`src/rtl/uart_txq_pkg.sv`:
```
package uart_txq_pkg;

  typedef enum logic {
    REQ_SINGLE = 1'b0,
    REQ_BURST  = 1'b1
  } req_style_e;

  // Free-space limit selected by the 2-bit burst threshold field.
  function automatic int unsigned space_floor(input logic [1:0] sel,
                                              input int unsigned depth);
    int unsigned lim;
    unique case (sel)
      2'd0:    lim = depth / 2;
      2'd1:    lim = depth / 4;
      2'd2:    lim = depth / 8;
      default: lim = 0;
    endcase
    return lim;
  endfunction

endpackage

```
`src/rtl/txq_store.sv`:
```
module txq_store #(
  parameter int unsigned W     = 8,
  parameter int unsigned DEPTH = 16,
  localparam int unsigned AW   = (DEPTH > 1) ? $clog2(DEPTH) : 1,
  localparam int unsigned CW   = $clog2(DEPTH + 1)
) (
  input  logic          clk,
  input  logic          rst_n,
  input  logic          flush,
  input  logic          push,
  input  logic [W-1:0]  din,
  input  logic          pop,
  output logic [W-1:0]  head,
  output logic [CW-1:0] count
);

  logic [W-1:0]  mem [DEPTH];
  logic [AW-1:0] wp, rp;

  function automatic logic [AW-1:0] bump(input logic [AW-1:0] p);
    return (p == AW'(DEPTH - 1)) ? '0 : p + AW'(1);
  endfunction

  always_ff @(posedge clk) begin
    if (push) mem[wp] <= din;
  end

  always_ff @(posedge clk or negedge rst_n) begin
    if (!rst_n) begin
      wp    <= '0;
      rp    <= '0;
      count <= '0;
    end else if (flush) begin
      wp    <= '0;
      rp    <= '0;
      count <= '0;
    end else begin
      if (push) wp <= bump(wp);
      if (pop)  rp <= bump(rp);
      count <= count + CW'(push) - CW'(pop);
    end
  end

  assign head = mem[rp];

endmodule

```
`src/rtl/txq_dma_ready.sv`:
```
module txq_dma_ready
  import uart_txq_pkg::*;
#(
  parameter int unsigned DEPTH = 16,
  localparam int unsigned CW   = $clog2(DEPTH + 1)
) (
  input  logic          clk,
  input  logic          rst_n,
  input  req_style_e    style,
  input  logic [1:0]    sel,
  input  logic [CW-1:0] count,
  output logic          txrdy
);

  logic          hold_q;
  logic [CW-1:0] space;
  logic [CW-1:0] limit;

  assign space = CW'(DEPTH) - count;
  assign limit = CW'(space_floor(sel, DEPTH));

  always_comb begin
    if (style == REQ_SINGLE)      txrdy = (count == '0);
    else if (space > limit)       txrdy = 1'b1;
    else if (count == CW'(DEPTH)) txrdy = 1'b0;
    else                          txrdy = hold_q;
  end

  always_ff @(posedge clk or negedge rst_n) begin
    if (!rst_n) hold_q <= 1'b1;
    else        hold_q <= txrdy;
  end

endmodule

```
`src/rtl/txq_irq.sv`:
```
module txq_irq #(
  parameter int unsigned REARM_BUF  = 2,
  parameter int unsigned REARM_HOLD = 1,
  localparam int unsigned NW = $clog2(REARM_BUF + 2)
) (
  input  logic clk,
  input  logic rst_n,
  input  logic enable,
  input  logic buffered,
  input  logic empty,
  input  logic wr_acc,
  input  logic id_rd,
  output logic pending
);

  logic          armed;
  logic [NW-1:0] wcnt;
  logic [NW-1:0] need;
  logic          fire;

  assign need = buffered ? NW'(REARM_BUF) : NW'(REARM_HOLD);
  assign fire = armed && enable && empty && !wr_acc && !id_rd;

  always_ff @(posedge clk or negedge rst_n) begin
    if (!rst_n) begin
      pending <= 1'b0;
      armed   <= 1'b1;
      wcnt    <= '0;
    end else begin
      if (!enable)               pending <= 1'b0;
      else if (fire)             pending <= 1'b1;
      else if (wr_acc || id_rd)  pending <= 1'b0;

      if (fire) begin
        armed <= 1'b0;
        wcnt  <= '0;
      end else if (!armed && wr_acc) begin
        wcnt <= wcnt + NW'(1);
        if (wcnt + NW'(1) >= need) armed <= 1'b1;
      end
    end
  end

endmodule

```
`src/rtl/uart_txq_ctrl.sv`:
```
module uart_txq_ctrl
  import uart_txq_pkg::*;
#(
  parameter int unsigned W     = 8,
  parameter int unsigned DEPTH = 16,
  localparam int unsigned CW   = $clog2(DEPTH + 1)
) (
  input  logic         clk,
  input  logic         rst_n,
  input  logic         fifo_en,
  input  logic         burst_mode,
  input  logic [1:0]   thresh_sel,
  input  logic         flush,
  input  logic         tx_irq_en,
  input  logic         irq_id_rd,
  input  logic         wr_valid,
  input  logic [W-1:0] wr_data,
  output logic         wr_ready,
  output logic         sh_valid,
  output logic [W-1:0] sh_data,
  input  logic         sh_done,
  output logic         tx_irq,
  output logic         irq_id_thre,
  output logic         lsr_thr_empty,
  output logic         lsr_tx_empty,
  output logic         dma_txrdy
);

  logic [CW-1:0] count;
  logic [CW-1:0] cap;
  logic [W-1:0]  head;
  logic          wr_acc;
  logic          load;
  logic          tsr_full;
  logic [W-1:0]  tsr_q;
  logic          pending;
  req_style_e    style;

  assign cap      = fifo_en ? CW'(DEPTH) : CW'(1);
  assign wr_ready = !flush && (count < cap);
  assign wr_acc   = wr_valid && wr_ready;
  assign load     = !tsr_full && (count != '0) && !flush;
  assign style    = (fifo_en && burst_mode) ? REQ_BURST : REQ_SINGLE;

  txq_store #(.W(W), .DEPTH(DEPTH)) u_store (
    .clk   (clk),
    .rst_n (rst_n),
    .flush (flush),
    .push  (wr_acc),
    .din   (wr_data),
    .pop   (load),
    .head  (head),
    .count (count)
  );

  always_ff @(posedge clk or negedge rst_n) begin
    if (!rst_n) begin
      tsr_full <= 1'b0;
      tsr_q    <= '0;
    end else if (flush) begin
      tsr_full <= 1'b0;
    end else if (load) begin
      tsr_full <= 1'b1;
      tsr_q    <= head;
    end else if (sh_done && tsr_full) begin
      tsr_full <= 1'b0;
    end
  end

  txq_irq u_irq (
    .clk      (clk),
    .rst_n    (rst_n),
    .enable   (tx_irq_en),
    .buffered (fifo_en),
    .empty    (count == '0),
    .wr_acc   (wr_acc),
    .id_rd    (irq_id_rd),
    .pending  (pending)
  );

  txq_dma_ready #(.DEPTH(DEPTH)) u_dma (
    .clk   (clk),
    .rst_n (rst_n),
    .style (style),
    .sel   (thresh_sel),
    .count (count),
    .txrdy (dma_txrdy)
  );

  assign sh_valid      = tsr_full;
  assign sh_data       = tsr_q;
  assign tx_irq        = pending && tx_irq_en;
  assign irq_id_thre   = pending && tx_irq_en;
  assign lsr_thr_empty = (count == '0);
  assign lsr_tx_empty  = (count == '0) && !tsr_full;

endmodule

```
`config.mk`:
```
export PLATFORM = sky130hd
export DESIGN_NAME = uart_txq_ctrl
export DESIGN_NICKNAME = d
export VERILOG_FILES = /design/src/rtl/uart_txq_pkg.sv /design/src/rtl/txq_store.sv /design/src/rtl/txq_dma_ready.sv /design/src/rtl/txq_irq.sv /design/src/rtl/uart_txq_ctrl.sv
export SDC_FILE = /design/constraint.sdc
export NUM_CORES = 1
export LEC_CHECK = 0
export ABC_CLOCK_PERIOD_IN_PS = 3200
export BUFFER_PORTS_ARGS = -buffer_cell sky130_fd_sc_hd__buf_2
export CORE_MARGIN = 2
export CORE_UTILIZATION = 45
export DETAILED_ROUTE_END_ITERATION = 8
export GPL_TIMING_DRIVEN = 0
export PLACE_DENSITY = 0.66
export REMOVE_ABC_BUFFERS = 1
export SLEW_MARGIN = 20
export SYNTH_ARGS = -nofsm -noshare
export SYNTH_HDL_FRONTEND = slang
export SYNTH_SLANG_ARGS = --single-unit
```
`constraint.sdc`:
```
create_clock -name clk -period 3.2 [get_ports clk]
set_input_delay 0.16 -clock clk [delete_from_list [all_inputs] [get_ports clk]]
set_output_delay 0.16 -clock clk [all_outputs]
set_load 0.02 [all_outputs]
```
==> results of run 1 <==
[how the worst min path moves through the flow]
stage               startpoint             to  cells after the start
floorplan                rst_n     sh_data[0]                      0
global placement         rst_n     sh_data[2]                      1
detailed placement       rst_n     sh_data[0]                      1
CTS                  tx_irq_en  u_irq.pending                      3
global route         tx_irq_en  u_irq.pending                      3
finish               tx_irq_en  u_irq.pending                      3
[layout make-up]
class / instances / area [um^2] / area share
clock buffers: 25 / 515 / 0.0659
clock inverters: 7 / 101 / 0.0129
inverters: 20 / 75.1 / 0.00959
multi-input cells: 201 / 2060 / 0.264
flip-flops and latches: 155 / 4530 / 0.578
well taps: 184 / 230 / 0.0294
repair buffers: 48 / 315 / 0.0403
[power by group through the flow]
| stage | clock, mW | combinational, mW | sequential (mW) |
|---|---|---|---|
| floorplan | 0 | 0.980 | 2.62 |
| global placement | 0 | 1.36 | 2.64 |
| detailed placement | 0 | 1.53 | 2.54 |
| CTS | 2.07 | 1.57 | 2.50 |
| global route | 2.16 | 1.76 | 2.51 |
| finish | 2.04 | 1.58 | 2.49 |
[worst reg2reg max path: cells and delay by family (launching register included)]
kind	cells	cell delay, ns
adder cells (fa/ha/maj)	5	1.21
AND/OR/NAND/NOR	3	0.60
flip-flops	1	0.40
AO/OA/AOI/OAI	2	0.25
buffers and inverters	4	0.24
XOR/XNOR	1	0.17
[routing by layer]
metal	GRT usage	part of all wire	vias up	routed length, um
met5	0	0	-	0
met4	0.0608	0.016	0	209
met3	0.0477	0.041	19	522
met2	0.275	0.49	86	6200
met1	0.223	0.46	1780	5810
li1	-	-	1639	-
[stage by stage]
step / instance area (um^2) / hold WS, ns / TNS [ns]
CTS: 7790 / 0.0154 / 0
floorplan: 6640 / -0.136 / 0
global placement: 7030 / 0.233 / -2.69
finish: 7830 / 0.0254 / 0
global route: 7830 / 0.0477 / 0
detailed placement: 7100 / 0.234 / -0.436
[layout by cell type (no fill, tap or decap), types with 5 or more instances in the layout]
cell / n
nor2b_1: 9
a21oi_1: 11
edfxtp_1: 128
o21ai_1: 6
mux4_2: 16
buf_2: 33
xnor2_1: 5
inv_1: 19
o21ai_0: 9
mux2_2: 7
and3_1: 12
clkbuf_8: 6
clkbuf_16: 17
buf_4: 8
dfrtp_1: 22
nor2_1: 9
mux4_1: 16
mux2i_1: 17
dlygate4sd3_1: 5
nand2b_1: 5
ha_1: 21
nand2_1: 15
[sequential cells by signal (all words and copies together) (netlist names)]
name	count
sh_data	8
sh_valid	1
u_dma.hold_q	1
u_irq.armed	1
u_irq.pending	1
u_irq.wcnt	2
u_store.count	5
u_store.mem	128
u_store.rp	4
u_store.wp	4
[cell families after synthesis]
logic type	count (synthesis)	share of synthesized area
AND/OR/NAND/NOR	69	0.0538
multiplexers	57	0.154
adder cells (fa/ha/maj)	23	0.0436
XOR/XNOR	8	0.0103
buffers and inverters	37	0.0307
flip-flops	155	0.668
AO/OA/AOI/OAI	44	0.0401
[what timing repair did]
action,in CTS,in global routing
endpoints found under the setup margin,3,17
setup buffers,1,5
pin swaps,1,1
hold buffers,5,0
resized for setup,2,1
cloned,0,0
endpoints found under the hold margin,28,0
==> reports/qor.yml, run 1 <==
core_um2: 14600
fillers: 1165
critPathBufInv: 4
worst_slack_ns: 0.205
drt-vias-per-instance: 5.51
grt_max_degree: 28
initial_utilization: 0.462
nNetsFinal: 485
ioPinCount: 34
crit_arrival_ns: 3.29
worstMarginPinSlew_ns: 1.01
drc_errors: 0
p_seq_frac: 0.408
slew_violations: 0
yosys_warnings: 0
rsz0062_at_grt: "no"
synth.distinct_cells: 48
hold_path_class: "input pin to flop"
preCtsSetupSlack_ns: -0.336
first_global_vias: 3682
maxCapViolCount: 0
clock_latency_ns: 0.42
antenna_found_initial: 0
ys_top_cells_by_count: "edfxtp_1 (128), dfrtp_1 (25), ha_1 (22)"
firstDrtPassIters: 4
grt_usage: 0.170
maxSlewHeadroom: 0.325
overflow: 0
cp.required_ns: 3.49
dieArea_um2: 16000
power_mw: 6.11
fmax_ghz: 0.334
seq_area_frac_synth: 0.668
yosysMostFrequentCell: "edfxtp_1"
gp_congestion: 0.776
cts_sinks: 155
worstSetupPathType: "flop to flop"
grt_pass1_wl_um: 20000
leakage_nw: 2.86
yosysTopAreaCellShare: 0.568
vdd_drop_max_uv: 485
power_density_nw_per_um2: 780
crit_cells: 15
die_x_um: 127
diodes: 0
place_inst: 597
htree_num_levels: 4
synth_edf_count: 128
wirelength_um: 12700
reg2reg_slack_ns: 0.21
cts_tree: "yes"
r2r_end: "u_store.count[4]"
dp_hpwl_um: 8240
min_period_ns: 2.99
initialDrtViolationCount: 245
crit_path_frequent_cell: "inv_1"
clk_path_buf_depth: 2
synth_seq_cells: 155
pwr-share-clk: 0.334
reg2reg_from: "u_store.count[0]"
syn2layout_area_growth_pct: 15.6
path_cells: "inv_1 -> ha_1 -> and2_1 -> ha_2 -> or3_4 -> inv_1 -> ha_1 -> inv_1 -> ha_1 -> inv_1 -> fa_1 -> o21bai_1 -> a21oi_1 -> xnor2_1 -> nor2_1"
pwr-share-comb: 0.258
cts_root_buf: "clkbuf_16"
synthesis.instances: 393
fin_cells: 640
finalCoreUtilization: 0.535
p_sw_frac: 0.282
ant_nets: 0
critPathSlowestCell: "dfrtp_1"
ff2ff_path_depth: 15
crit_fanout: 8
synth_top_flop_cell: "edfxtp_1"
finalClockSkew_ns: 0.00948
synthArstFlopShare: 0.174
synth_area_leaders: "edfxtp_1 (57%), dfrtp_1 (9.2%), mux4_1 (6.2%)"
finalSetupViolCount: 0
fin_crit_sh: 0.936
switchingPower_mw: 1.72
rows: 44
hold_violations: 0
yosys.area.top_type: "edfxtp_1"
run_status: "completed"
cts_buffers: 17
critPathMaxStageDelay_ns: 0.40
wire_per_inst_um: 19.9
worstSetupEndpoint: "u_store.count[4]"
path_delay_family: "adder cells"
layout-drive-gt1-share: 0.239
synthesis.area_um2: 6770
avgSynthCellArea_um2: 17.2
critPathLaunch: "u_store.count[0]"
intPower_mw: 4.38
vias: 3524
io_buffers: 33
fp.dieH_um: 127
clkTransAtPathRegs_ns: 0.06
cp-end-kind: "flop"
setup.worst_path.start_class: "flop"
(Power assumes the default switching activity.)
==> run 2, diff against run 1 <==
- PLACE_DENSITY: 0.66 -> default
- PLACE_DENSITY_LB_ADDON: default -> 0.3
==> run 2 against run 1 <==
Net effect:
- utilization increased by 0.15 points
- routed wire length increased by 0.23%
- via count down 0.51%
- count of clock-buffer cells in the layout decreased by 5
- flip-flop and latch count unchanged
- register-to-register slack improved by 0.06 ns
- non-clock buffer count is the same
- power rose by 1.2%
==> reports/qor.yml, run 2 (synthesis gave the netlist of run 1 again) <==
critPathMaxStageDelay_ns: 0.41  # was 0.40 ns
preCtsSetupSlack_ns: -0.373  # was -0.336 ns
htree_num_levels: 4  # unchanged
r2r_end: "u_store.count[4]"  # unchanged
cts_tree: "yes"  # unchanged
drt-vias-per-instance: 5.48  # was 5.51
ant_nets: 0  # unchanged
fin_crit_sh: 0.916  # was 0.936
clk_path_buf_depth: 2  # unchanged
layout-drive-gt1-share: 0.241  # was 0.239
setup.worst_path.start_class: "flop"  # unchanged
io_buffers: 33  # unchanged
rsz0062_at_grt: "no"  # unchanged
finalSetupViolCount: 0  # unchanged
antenna_found_initial: 0  # unchanged
diodes: 0  # unchanged
initial_utilization: 0.462  # unchanged
crit_arrival_ns: 3.23  # was 3.29 ns
largest_reg_flops: 128  # unchanged
fp.dieH_um: 127  # unchanged
dp_hpwl_um: 8210  # was 8240 um
reg2reg_from: "u_store.count[2]"  # was u_store.count[0]
leakage_nw: 2.87  # was 2.86 nW
crit_cells: 15  # unchanged
hold_path_class: "input pin to flop"  # unchanged
finalSetupTns_ns: 0  # unchanged
crit_fanout: 8  # unchanged
run_status: "completed"  # unchanged
maxSlewHeadroom: 0.392  # was 0.325
firstDrtPassIters: 4  # unchanged
dieArea_um2: 16000  # unchanged
cp-end-kind: "flop"  # unchanged
worstSetupEndpoint: "u_store.count[4]"  # unchanged
worstMarginPinSlew_ns: 0.911  # was 1.01 ns
ioPinCount: 34  # unchanged
hold_violations: 0  # unchanged
path_cells: "inv_1 -> ha_1 -> and2_1 -> ha_4 -> or3_4 -> inv_1 -> ha_1 -> inv_1 -> ha_1 -> inv_1 -> fa_2 -> o21bai_1 -> a21oi_1 -> xnor2_1 -> nor2_1"  # was inv_1 -> ha_1 -> and2_1 -> ha_2 -> or3_4 -> inv_1 -> ha_1 -> inv_1 -> ha_1 -> inv_1 -> fa_1 -> o21bai_1 -> a21oi_1 -> xnor2_1 -> nor2_1
critPathBufInv: 4  # unchanged
worstSetupPathType: "flop to flop"  # unchanged
vias: 3506  # was 3524
ff2ff_path_depth: 15  # unchanged
fin_cells: 640  # unchanged
crit_path_frequent_cell: "inv_1"  # unchanged
clkTransAtPathRegs_ns: 0.06  # about the same
hp-start: "tx_irq_en"  # unchanged
gp_congestion: 0.804  # was 0.776
grt_pass1_wl_um: 20200  # was 20000 um
syn2layout_area_growth_pct: 15.9  # was 15.6%
wire_per_inst_um: 20.0  # was 19.9 um
finalClockSkew_ns: 0.00957  # was 0.00948 ns
slew_violations: 0  # unchanged
place_inst: 597  # unchanged
vdd_drop_max_uv: 520  # was 485 uV
first_global_vias: 3684  # was 3682
min_period_ns: 2.93  # was 2.99 ns
worst_slack_ns: 0.268  # was 0.205 ns
cts_sinks: 155  # unchanged
maxCapViolCount: 0  # unchanged
power_density_nw_per_um2: 788  # was 780 nW/um^2
reg2reg_slack_ns: 0.27  # was 0.21 ns
cts_buffers: 17  # unchanged
cts_root_buf: "clkbuf_16"  # unchanged
wirelength_um: 12800  # was 12700 um
regMostFlops: "u_store.mem"  # unchanged
nNetsFinal: 485  # unchanged
clock_latency_ns: 0.42  # about the same
grt_max_degree: 28  # unchanged
cp.required_ns: 3.49  # about the same
overflow: 0  # unchanged
mostFrequentLayoutCells: "edfxtp_1 (128), buf_2 (33), dfrtp_1 (22)"  # unchanged
core_um2: 14600  # unchanged
critPathLaunch: "u_store.count[2]"  # was u_store.count[0]
drc_errors: 0  # unchanged
rows: 44  # unchanged
fmax_ghz: 0.341  # was 0.334 GHz
final_common_cell: "edfxtp_1"  # unchanged
critPathSlowestCell: "dfrtp_1"  # unchanged
die_x_um: 127  # unchanged
initialDrtViolationCount: 282  # was 245
path_delay_family: "adder cells"  # unchanged
grt_usage: 0.171  # was 0.170
==> run 2: how the worst min path moves through the flow <==
stage / to / slack [ns] / cells past startpoint
floorplan: sh_data[0] / -0.14 / 0
global placement: sh_valid / 0.23 / 1
detailed placement: sh_valid / 0.24 / 1
CTS: u_irq.pending / 0.009 / 3
global route: u_irq.pending / 0.02 / 3
finish: u_irq.pending / 0.02 / 3
==> run 2: power breakdown <==
| part | switching [mW] | internal, mW |
|---|---|---|
| sequential | 0.184 | 2.34 |
| combinational | 0.802 | 0.791 |
| clock | 0.789 | 1.28 |
| total | 1.78 | 4.41 |
==> run 2: metrics by stage <==
| stage | total power, mW | area, um^2 | utilization | hold WS [ns] |
|---|---|---|---|---|
| 6_report | 6.18 | 7850 | 0.536 | 0.0247 |
| 5_1_grt | 6.52 | 7850 | 0.536 | 0.0240 |
| 4_1_cts | 6.20 | 7800 | 0.532 | 0.00905 |
| 3_5_place_dp | 4.09 | 7110 | 0.486 | 0.239 |
| 3_3_place_gp | 3.99 | 7030 | 0.480 | 0.226 |
| 2_1_floorplan | 3.60 | 6640 | - | -0.136 |
==> run 2: final cells by class <==
cell class	instances	area (um^2)
clock buffers	20	457
repair buffers	48	323
clock inverters	12	161
fillers	1157	6800
inverters	20	75.1
multi-input cells	201	2080
flip-flops and latches	155	4530
well taps	184	230
==> run 2: layer usage <==
metal / track usage / routed length (um)
met1: 0.219 / 5520
met2: 0.289 / 6560
met3: 0.0409 / 531
met4: 0.0633 / 164
met5: 0 / 0
==> run 2: timing repair <==
item,4_1_cts,5_1_grt
hold endpoints to repair,28,0
pin swaps,1,3
hold buffers,5,0
resized for setup,2,3
cloned,0,0
buffers inserted,1,5
setup endpoints to repair,3,1
==> run 2: worst reg2reg max path: stages (launching register included) <==
cell and delay, ns:
dfrtp_1 0.41, inv_1 0.12, ha_1 0.20, and2_1 0.18, ha_4 0.21, or3_4 0.34, inv_1 0.06, ha_1 0.22
inv_1 0.05, ha_1 0.15, inv_1 0.06, fa_2 0.35, o21bai_1 0.16, a21oi_1 0.10, xnor2_1 0.15, nor2_1 0.05
